--- src/rtl/dils_pkg.sv ---
package dils_pkg;

  localparam int NUM_TIERS = 5;

  typedef enum logic [2:0] {
    LP_ACT  = 3'd0,
    LP_PD   = 3'd1,
    LP_SR   = 3'd2,
    LP_SRCG = 3'd3,
    LP_SRPD = 3'd4,
    LP_STBY = 3'd5
  } lp_mode_e;

  typedef enum logic [1:0] {
    PH_RUN,
    PH_LOW,
    PH_UNGATE,
    PH_WAKE
  } phase_e;

  // bit i set: tier i+1 counts in units of 2**SCALE_SH cycles
  localparam logic [NUM_TIERS-1:0] TIER_SCALED = 5'b01110;

  // cycle limit of a tier from its threshold
  function automatic longint unsigned tier_limit(longint unsigned thr, bit scaled, int sh);
    return scaled ? (thr << sh) : thr;
  endfunction

  // clock gates for a resident mode, packed {dram, phy, ctrl}
  function automatic logic [2:0] gate_map(lp_mode_e m);
    case (m)
      LP_SRCG: return 3'b001;
      LP_STBY: return 3'b111;
      default: return 3'b000;
    endcase
  endfunction

endpackage

--- src/rtl/dils_idle_cnt.sv ---
module dils_idle_cnt #(
  parameter int CNT_W = 26
) (
  input  logic             clk,
  input  logic             rst_n,
  input  logic             bus_idle,
  output logic [CNT_W-1:0] idle_cnt
);

  always_ff @(posedge clk or negedge rst_n) begin
    if (!rst_n) begin
      idle_cnt <= '0;
    end else if (!bus_idle) begin
      idle_cnt <= '0;
    end else if (idle_cnt != {CNT_W{1'b1}}) begin
      idle_cnt <= idle_cnt + 1'b1;
    end
  end

endmodule

--- src/rtl/dils_tier_sel.sv ---
module dils_tier_sel
  import dils_pkg::*;
#(
  parameter int THR_W    = 16,
  parameter int SCALE_SH = 10,
  parameter int CNT_W    = THR_W + SCALE_SH
) (
  input  logic [CNT_W-1:0]                idle_cnt,
  input  logic [NUM_TIERS-1:0][THR_W-1:0] thr,
  input  logic                            lp4,
  output lp_mode_e                        tgt
);

  localparam int SRPD_IDX = int'(LP_SRPD) - 1;

  logic [NUM_TIERS-1:0] reach;

  for (genvar i = 0; i < NUM_TIERS; i++) begin : g_tier
    logic allowed;
    if (i == SRPD_IDX) begin : g_lp4
      assign allowed = lp4;
    end else begin : g_any
      assign allowed = 1'b1;
    end
    assign reach[i] = allowed && (thr[i] != '0) &&
                      (64'(idle_cnt) >= tier_limit(64'(thr[i]), TIER_SCALED[i], SCALE_SH));
  end

  // highest reached code wins
  always_comb begin
    tgt = LP_ACT;
    for (int i = 0; i < NUM_TIERS; i++) begin
      if (reach[i]) tgt = lp_mode_e'(3'(i + 1));
    end
  end

endmodule

--- src/rtl/dils_fsm.sv ---
module dils_fsm
  import dils_pkg::*;
(
  input  logic     clk,
  input  logic     rst_n,
  input  logic     bus_idle,
  input  logic     exit_done,
  input  lp_mode_e tgt,
  output lp_mode_e mode,
  output logic     enter_req,
  output logic     exit_req,
  output logic [2:0] gates,
  output logic     shadow_load
);

  phase_e phase;
  logic   go_low;

  assign go_low      = bus_idle && (tgt != LP_ACT);
  assign shadow_load = (phase == PH_RUN) && !go_low;
  assign exit_req    = (phase == PH_WAKE);
  assign gates       = (phase == PH_LOW) ? gate_map(mode) : 3'b000;

  always_ff @(posedge clk or negedge rst_n) begin
    if (!rst_n) begin
      phase     <= PH_RUN;
      mode      <= LP_ACT;
      enter_req <= 1'b0;
    end else begin
      enter_req <= 1'b0;
      case (phase)
        PH_RUN: begin
          if (go_low) begin
            phase     <= PH_LOW;
            mode      <= tgt;
            enter_req <= 1'b1;
          end
        end
        PH_LOW: begin
          if (!bus_idle) begin
            phase <= PH_UNGATE;
          end else if (tgt > mode) begin
            mode      <= tgt;
            enter_req <= 1'b1;
          end
        end
        PH_UNGATE: phase <= PH_WAKE;
        PH_WAKE: begin
          if (exit_done) begin
            phase <= PH_RUN;
            mode  <= LP_ACT;
          end
        end
        default: phase <= PH_RUN;
      endcase
    end
  end

endmodule

--- src/rtl/dils_top.sv ---
module dils_top
  import dils_pkg::*;
#(
  parameter int THR_W    = 16,
  parameter int SCALE_SH = 10
) (
  input  logic             clk,
  input  logic             rst_n,
  input  logic             bus_idle,
  input  logic             exit_done,
  input  logic             dram_is_lp4,
  input  logic [THR_W-1:0] cfg_pd_idle,
  input  logic [THR_W-1:0] cfg_sr_idle,
  input  logic [THR_W-1:0] cfg_srcg_idle,
  input  logic [THR_W-1:0] cfg_srpd_idle,
  input  logic [THR_W-1:0] cfg_stby_idle,
  output logic [2:0]       lp_state,
  output logic             enter_req,
  output logic             exit_req,
  output logic             ctrl_clk_gate,
  output logic             phy_clk_gate,
  output logic             dram_clk_gate
);

  localparam int CNT_W = THR_W + SCALE_SH;

  logic [CNT_W-1:0]                idle_cnt;
  logic [NUM_TIERS-1:0][THR_W-1:0] cfg_thr;
  logic [NUM_TIERS-1:0][THR_W-1:0] sh_thr;
  logic                            sh_lp4;
  logic                            shadow_load;
  lp_mode_e                        tgt;
  lp_mode_e                        mode;
  logic [2:0]                      gates;

  assign cfg_thr = {cfg_stby_idle, cfg_srpd_idle, cfg_srcg_idle, cfg_sr_idle, cfg_pd_idle};

  always_ff @(posedge clk or negedge rst_n) begin
    if (!rst_n) begin
      sh_thr <= '0;
      sh_lp4 <= 1'b0;
    end else if (shadow_load) begin
      sh_thr <= cfg_thr;
      sh_lp4 <= dram_is_lp4;
    end
  end

  dils_idle_cnt #(.CNT_W(CNT_W)) cnt_i (
    .clk      (clk),
    .rst_n    (rst_n),
    .bus_idle (bus_idle),
    .idle_cnt (idle_cnt)
  );

  dils_tier_sel #(.THR_W(THR_W), .SCALE_SH(SCALE_SH), .CNT_W(CNT_W)) sel_i (
    .idle_cnt (idle_cnt),
    .thr      (sh_thr),
    .lp4      (sh_lp4),
    .tgt      (tgt)
  );

  dils_fsm fsm_i (
    .clk         (clk),
    .rst_n       (rst_n),
    .bus_idle    (bus_idle),
    .exit_done   (exit_done),
    .tgt         (tgt),
    .mode        (mode),
    .enter_req   (enter_req),
    .exit_req    (exit_req),
    .gates       (gates),
    .shadow_load (shadow_load)
  );

  assign lp_state      = 3'(mode);
  assign ctrl_clk_gate = gates[0];
  assign phy_clk_gate  = gates[1];
  assign dram_clk_gate = gates[2];

endmodule

--- config.mk ---
export PLATFORM = sky130hd
export DESIGN_NAME = dils_top
export DESIGN_NICKNAME = d
export VERILOG_FILES = /design/src/rtl/dils_pkg.sv /design/src/rtl/dils_idle_cnt.sv /design/src/rtl/dils_tier_sel.sv /design/src/rtl/dils_fsm.sv /design/src/rtl/dils_top.sv
export SDC_FILE = /design/constraint.sdc
export NUM_CORES = 1
export LEC_CHECK = 0
export BUFFER_PORTS_ARGS = -buffer_cell sky130_fd_sc_hd__buf_2
export CORE_ASPECT_RATIO = 1.5
export CORE_MARGIN = 2
export CORE_UTILIZATION = 45
export CTS_CLUSTER_DIAMETER = 200
export DETAILED_ROUTE_END_ITERATION = 16
export HOLD_SLACK_MARGIN = 0.12
export SYNTH_ARGS = -nofsm -noshare
export SYNTH_HDL_FRONTEND = slang
export SYNTH_SLANG_ARGS = --single-unit
--- constraint.sdc ---
create_clock -name clk -period 5.2 [get_ports clk]
set_input_delay 0 -clock clk [delete_from_list [all_inputs] [get_ports clk]]
set_output_delay 0 -clock clk [all_outputs]
set_load 0.05 [all_outputs]
==> results of run 1 <==
[cells in the mapped netlist (2+ instances only)]
library cell	n
dfrtp_1	113
buf_12	8
nor3_1	4
inv_1	92
nor4_1	28
and4_1	5
or3_1	4
or2_2	2
and3_1	7
nand4_1	28
nand3_1	20
clkbuf_1	4
or4_1	2
mux2_4	80
nand2_1	32
a211oi_1	4
xor2_1	14
and2_1	3
o311ai_1	2
o211ai_1	4
ha_1	88
nand2b_1	5
a41oi_1	2
a21o_1	4
a221oi_1	3
nor2_1	42
nor2b_1	2
xnor2_1	7
mux2_1	5
o21ai_0	21
nor4_4	2
a21oi_1	35
[state kept, by name (all words and copies together), names as in the netlist]
name and count:
fsm_i.phase 2, fsm_i.mode 3, cnt_i.idle_cnt 26, sh_lp4 1, sh_thr 80, fsm_i.enter_req 1
[worst max path at each step]
stage	slack, ps	to	cells after the start	from
after global placement	1240	fsm_i.mode[0]$_DFFE_PN0P_	14	cnt_i.idle_cnt[15]$_DFFE_PN0P_
after global routing	970	fsm_i.mode[0]$_DFFE_PN0P_	14	cnt_i.idle_cnt[7]$_DFFE_PN0P_
after detailed placement	1250	fsm_i.mode[0]$_DFFE_PN0P_	14	cnt_i.idle_cnt[15]$_DFFE_PN0P_
after floorplan	1880	fsm_i.mode[0]$_DFFE_PN0P_	14	cnt_i.idle_cnt[7]$_DFFE_PN0P_
final	1220	fsm_i.mode[0]$_DFFE_PN0P_	14	cnt_i.idle_cnt[15]$_DFFE_PN0P_
after CTS	1230	fsm_i.mode[0]$_DFFE_PN0P_	14	cnt_i.idle_cnt[15]$_DFFE_PN0P_
[per-layer routing]
metal,vias up,global-route usage [%],wire length [um]
li1,2856,-,-
met1,2904,25.1,7610
met2,119,43.8,10700
met3,25,4.52,566
met4,0,9.21,432
met5,-,0,0
[power by group]
part           internal, mW  switching, mW  leakage [nW]
sequential             1.23          0.325          1.38
combinational          1.01          0.767          3.21
clock                 0.663          0.432         0.259
total                  2.90           1.52          4.86
[final cells by class]
cell class                      instances  area [sq um]
Clock buffer                           18           439
Clock inverter                         14           118
Fill cell                            1437          7110
Inverter                               94           353
Multi-Input combinational cell        474          4180
Sequential cell                       113          2830
Tap cell                              210           263
Timing Repair Buffer                  179          1330
[logic make-up (layout without fill, tap and decap cells)]
family | Yosys count | count (layout) | share of synthesized area [%]
XOR/XNOR | 21 | 21 | 2.44
AND/OR/NAND/NOR | 191 | 191 | 13.9
buffers and inverters | 107 | 305 | 7.10
adder cells (fa/ha/maj) | 88 | 88 | 14.6
multiplexers | 86 | 86 | 16.8
AO/OA/AOI/OAI | 88 | 88 | 7.70
flip-flops | 113 | 113 | 37.5
[stage by stage]
step,total power [mW],util [%]
finish,4.42,57.2
detailed placement,3.29,48.8
global placement,3.20,48.8
CTS,4.46,57.2
floorplan,2.97,-
global route,4.71,57.2
[worst reg2reg max path: cells and delay by family, from the launching register on]
kind                     cells  cell delay (ps)
flip-flops                   1              650
multiplexers                 1              370
adder cells (fa/ha/maj)      2              590
AO/OA/AOI/OAI                7             1580
AND/OR/NAND/NOR              4              680
==> metrics.txt, run 1 <==
fin crit share between 70% and 80%; max_cap viols 0; Reg2Reg Launch Point cnt_i.idle_cnt[15]$_DFFE_PN0P_; Post-synth EDFFs 0; dpl hpwl 14000 um; CP Max Fanout 7; fmax roughly 0.25 GHz; cell taking the most area after synthesis dfrtp_1; fin cells 1102; synthesized cell area 7540 sq um; Fin. Hold Viols 0; RSZ-0062 raised after global routing no; hold buffers post-CTS 84; DRC viols 0; Top FF cell, synth dfrtp_1; post-synth top area share 37.5%; CTS buffer count 17; Max Slew Vio Count 0; Critical Path RT approximately 5500 ps; average vias per placed instance 5.36; CP Buf/Inv Count 0; crit-path cells ha_1, a21oi_1, nand4_1, a211o_1, o2bb2ai_1, nor2b_1, o21ai_0, and2_1, ha_1, o21ai_0, and2_1, a41oi_1, a21oi_1, mux2_1; final non-filler cell area about 9500 sq um; Startpoint Class flip-flop; peak supply drop around 0.36 mV; die area 17800 sq um; overflow left after global routing 0; R2R setup slack 1220 ps; Final TNS setup 0 ps; Worst-Skew Late Latency 430 ps; final WL between 15000 and 20000 um; post-synthesis sequential area ratio 37.5%; Cell Area, Placed 8110 sq um; clock tree buffer depth 2; CTS tree done; first-pass GRT wire length 31500 um; Synth Instances 694; Die Height around 160 um; IO Count just over 90; Pwr per Cell Area around 470 nW/um^2; initial antenna violation count 0; drt wl/cell 17.5 um; Synth Register Bits 113; R2R Path End fsm_i.mode[0]$_DFFE_PN0P_; CP arrival between 4000 and 5000 ps; # nets final 1052; clk sinks ~110; H-Tree Level Count 4; Post-CTS Setup Bufs 0; clock-pin slew on the worst setup and hold paths 60 ps; Vias slightly below 6000; status finished, final reports clean; Layout area overhead 26.0%; syn avg cell area 10.9 sq um; IO buf count 92; Ant. Diodes 0; syn nets a little under 900; Final setup viols 0; Yosys cell types 54; total track usage 23.4%; vias in the first global route 6359; post_cts resized 0; Final min period 3980 ps; slew margin rel. 39.7%; Root Buffer clkbuf_16; dpl cells 986; Placer Congestion 0.900; most common library cell in the layout ignoring fill and taps dfrtp_1; most frequent cells in the layout 113 x dfrtp_1, 92 x inv_1, 91 x buf_2; Yosys warnings 0; worst min path class in2async; CP delay by family, top compound AO/OA/AOI/OAI gates; setup ws final 1220 ps; endpoint class of the critical path flip-flop; Routed Antenna Nets 0; Area contributors post-synth dfrtp_1 37%, mux2_4 16%, ha_1 15%, inv_1 4.6%, a21oi_1 2.3%; actual slew at the worst max-slew pin 905 ps; First-pass DRT Iterations 4; Worst path max stage delay 650 ps; LEAKAGE between 4 and 5 nW; largest net degree at the start of global routing 70; Iter 0 DRT Violations 200; die span in x 110 um; Core Rows 58; Initial Utilization 45.4%; async set-reset flop share out of synthesis 100%; share of cells above drive strength 1 24.6%; Setup WS pre-CTS 1250 ps; Crit Path Category reg2reg; slowest library cell on the worst path dfrtp_1; reg2reg path depth 14; Clock Skews 9.17 ps; core area 16600 sq um; smallest hold slack 115 ps
Power figures use the tool's default switching activity.
==> run 2, diff against run 1 <==
PLACE_DENSITY = 0.67   (was unset)
clock period = 3.4 ns   (was 5.2 ns; I/O delays follow)
==> run 2 against run 1 <==
Effect of this change:
- the run now ends with negative setup slack left
- clock skew up 2.4 ps
- final area up 19%
- critical path depth up 1
- critical path type unchanged
==> metrics.txt, run 2 (synthesized netlist as in run 1, its figures left out) <==
status finished, violations left; First-pass DRT Iterations 5; GR Util met1 26.7%; grt peak-use layer met2; drt wl/cell 19.1 um; Fin. Hold Viols 0; slew margin rel. between 40% and 50%; H-Tree Level Count 4; Clock Skews about 12 ps; reg2reg path depth 15; Pwr per Cell Area 700 nW/um^2; setup ws final -181 ps; Final min period 3580 ps; clock-pin slew on the worst setup and hold paths 60 ps; Vias 6754; worst min path class in2async; dpl hpwl ~15000 um; clk sinks ~110; final non-filler cell area around 11000 sq um; Root Buffer clkbuf_16; CTS buffer count 17; Initial Utilization approximately 45%; IO Count 93; Layout area overhead 50.1%; # nets final between 1000 and 1500; Largest Register sh_thr; clock tree buffer depth 2; Core Util, Final 68.1%; first-pass GRT wire length around 33000 um; Cell Area, Placed 8850 sq um; largest registers sh_thr x80, cnt_i.idle_cnt x26, fsm_i.mode x3; average vias per placed instance 5.47; largest net degree at the start of global routing 61; share of cells above drive strength 1 41.2%; Max Slew Vio Count 0; actual slew at the worst max-slew pin between 800 and 900 ps; dpl cells 1076; die span in x between 100 and 150 um; total track usage 24.0%; Critical Path RT 3710 ps; overflow left after global routing 0; Final setup viols between 80 and 90; Reg2Reg Launch Point cnt_i.idle_cnt[12]$_DFFE_PN0P_; peak supply drop approximately 0.42 mV; IO buf count between 90 and 100; violated checks negative setup slack; most common library cell in the layout ignoring fill and taps buf_4; vias in the first global route 6594; CP Max Fanout 6; max_cap viols 0; fin crit share 105%; Startpoint Class flip-flop; R2R Path End fsm_i.mode[0]$_DFFE_PN0P_; most frequent cells in the layout 109 x buf_4, 101 x dfrtp_1, 91 x buf_2; smallest hold slack 164 ps; CTS tree done; Core Rows 58; fmax 0.279 GHz; DRC viols 0; final WL approximately 24000 um; routing usage on met3 ~3.4%; Die Height 163 um; endpoint class of the critical path flip-flop; LEAKAGE 5.63 nW; fin cells 1234; core area 16600 sq um; Routed Antenna Nets 0; RSZ-0062 raised after global routing yes; Ant. Diodes 0; Crit Path Category reg2reg; Iter 0 DRT Violations 466; Placer Congestion between 0.9 and 1; Worst-Skew Late Latency between 400 and 500 ps; max FFs per register 80; initial antenna violation count 0; met2 Resource Use GR 44.6%; CP arrival 3890 ps; R2R setup slack -180 ps; die area around 18000 sq um
[run 2: cell count changes in the layout (fill, tap and decap cells not counted), moves of 12 or more]
cell and change:
buf_6 +14, dfrtp_1 -12, dfrtp_2 +12, ha_4 +24
ha_1 -24, buf_4 +105
[run 2: cell type report]
cell class                 count  area (sq um)
fill                        1129          5300
multi-input combinational    475          4740
sequential                   113          2840
timing repair buffer         310          2520
clock buffer                  19           443
inverter                      94           353
tap                          210           263
clock inverter                13           161
[run 2: how the worst max path moves through the flow]
stage / start / to / depth (start not counted)
after floorplan: cnt_i.idle_cnt[7]$_DFFE_PN0P_ / fsm_i.mode[0]$_DFFE_PN0P_ / 14
after global placement: cnt_i.idle_cnt[3]$_DFFE_PN0P_ / fsm_i.mode[1]$_DFFE_PN0P_ / 14
after detailed placement: cnt_i.idle_cnt[3]$_DFFE_PN0P_ / fsm_i.mode[2]$_DFFE_PN0P_ / 14
after CTS: cnt_i.idle_cnt[5]$_DFFE_PN0P_ / sh_thr[7]$_DFFE_PN0P_ / 13
after global routing: cnt_i.idle_cnt[12]$_DFFE_PN0P_ / fsm_i.mode[0]$_DFFE_PN0P_ / 15
final: cnt_i.idle_cnt[12]$_DFFE_PN0P_ / fsm_i.mode[0]$_DFFE_PN0P_ / 15
[run 2: critical path, stage by stage (launching register included)]
cell	delay, ps
dfrtp_2	470
buf_4	160
ha_1	290
nand4_1	160
nor4_2	370
a211o_1	200
o2bb2ai_1	170
nor2b_2	240
o21ai_2	80
and2_4	160
ha_4	210
o21ai_2	120
and2_4	160
a41oi_2	120
a21oi_4	240
mux2_4	320
[run 2: per-stage QoR]
step                      power [mW]  worst slack (ps)  setup TNS (ps)
after floorplan                 4.55              76.9               0
after global placement          5.25              -273            -915
after detailed placement        5.34              -345           -4710
after CTS                       7.34              4.10               0
after global routing            8.36              -215           -9700
final                           7.92              -181           -7090
[run 2: layer usage]
metal	part of all wire, %	routed length (um)	up-vias
li1	-	-	3131
met4	4.5	1060	0
met1	37	8680	3337
met5	0	0	-
met2	55	13000	200
met3	3.3	788	86
[run 2: repair_timing]
action,CTS,global route
gates resized for setup,21,87
setup buffers,2,34
setup endpoints to repair,82,85
pin swaps,9,38
endpoints found under the hold margin,137,0
hold buffers,84,0
gates cloned,1,5
[run 2: report_power, final]
part           switching (mW)  internal, mW  leakage (nW)  total (mW)
Combinational            1.58          2.16          3.98        3.74
Clock                   0.680          1.17         0.285        1.85
Sequential              0.459          1.88          1.36        2.33
Total                    2.72          5.21          5.63        7.92
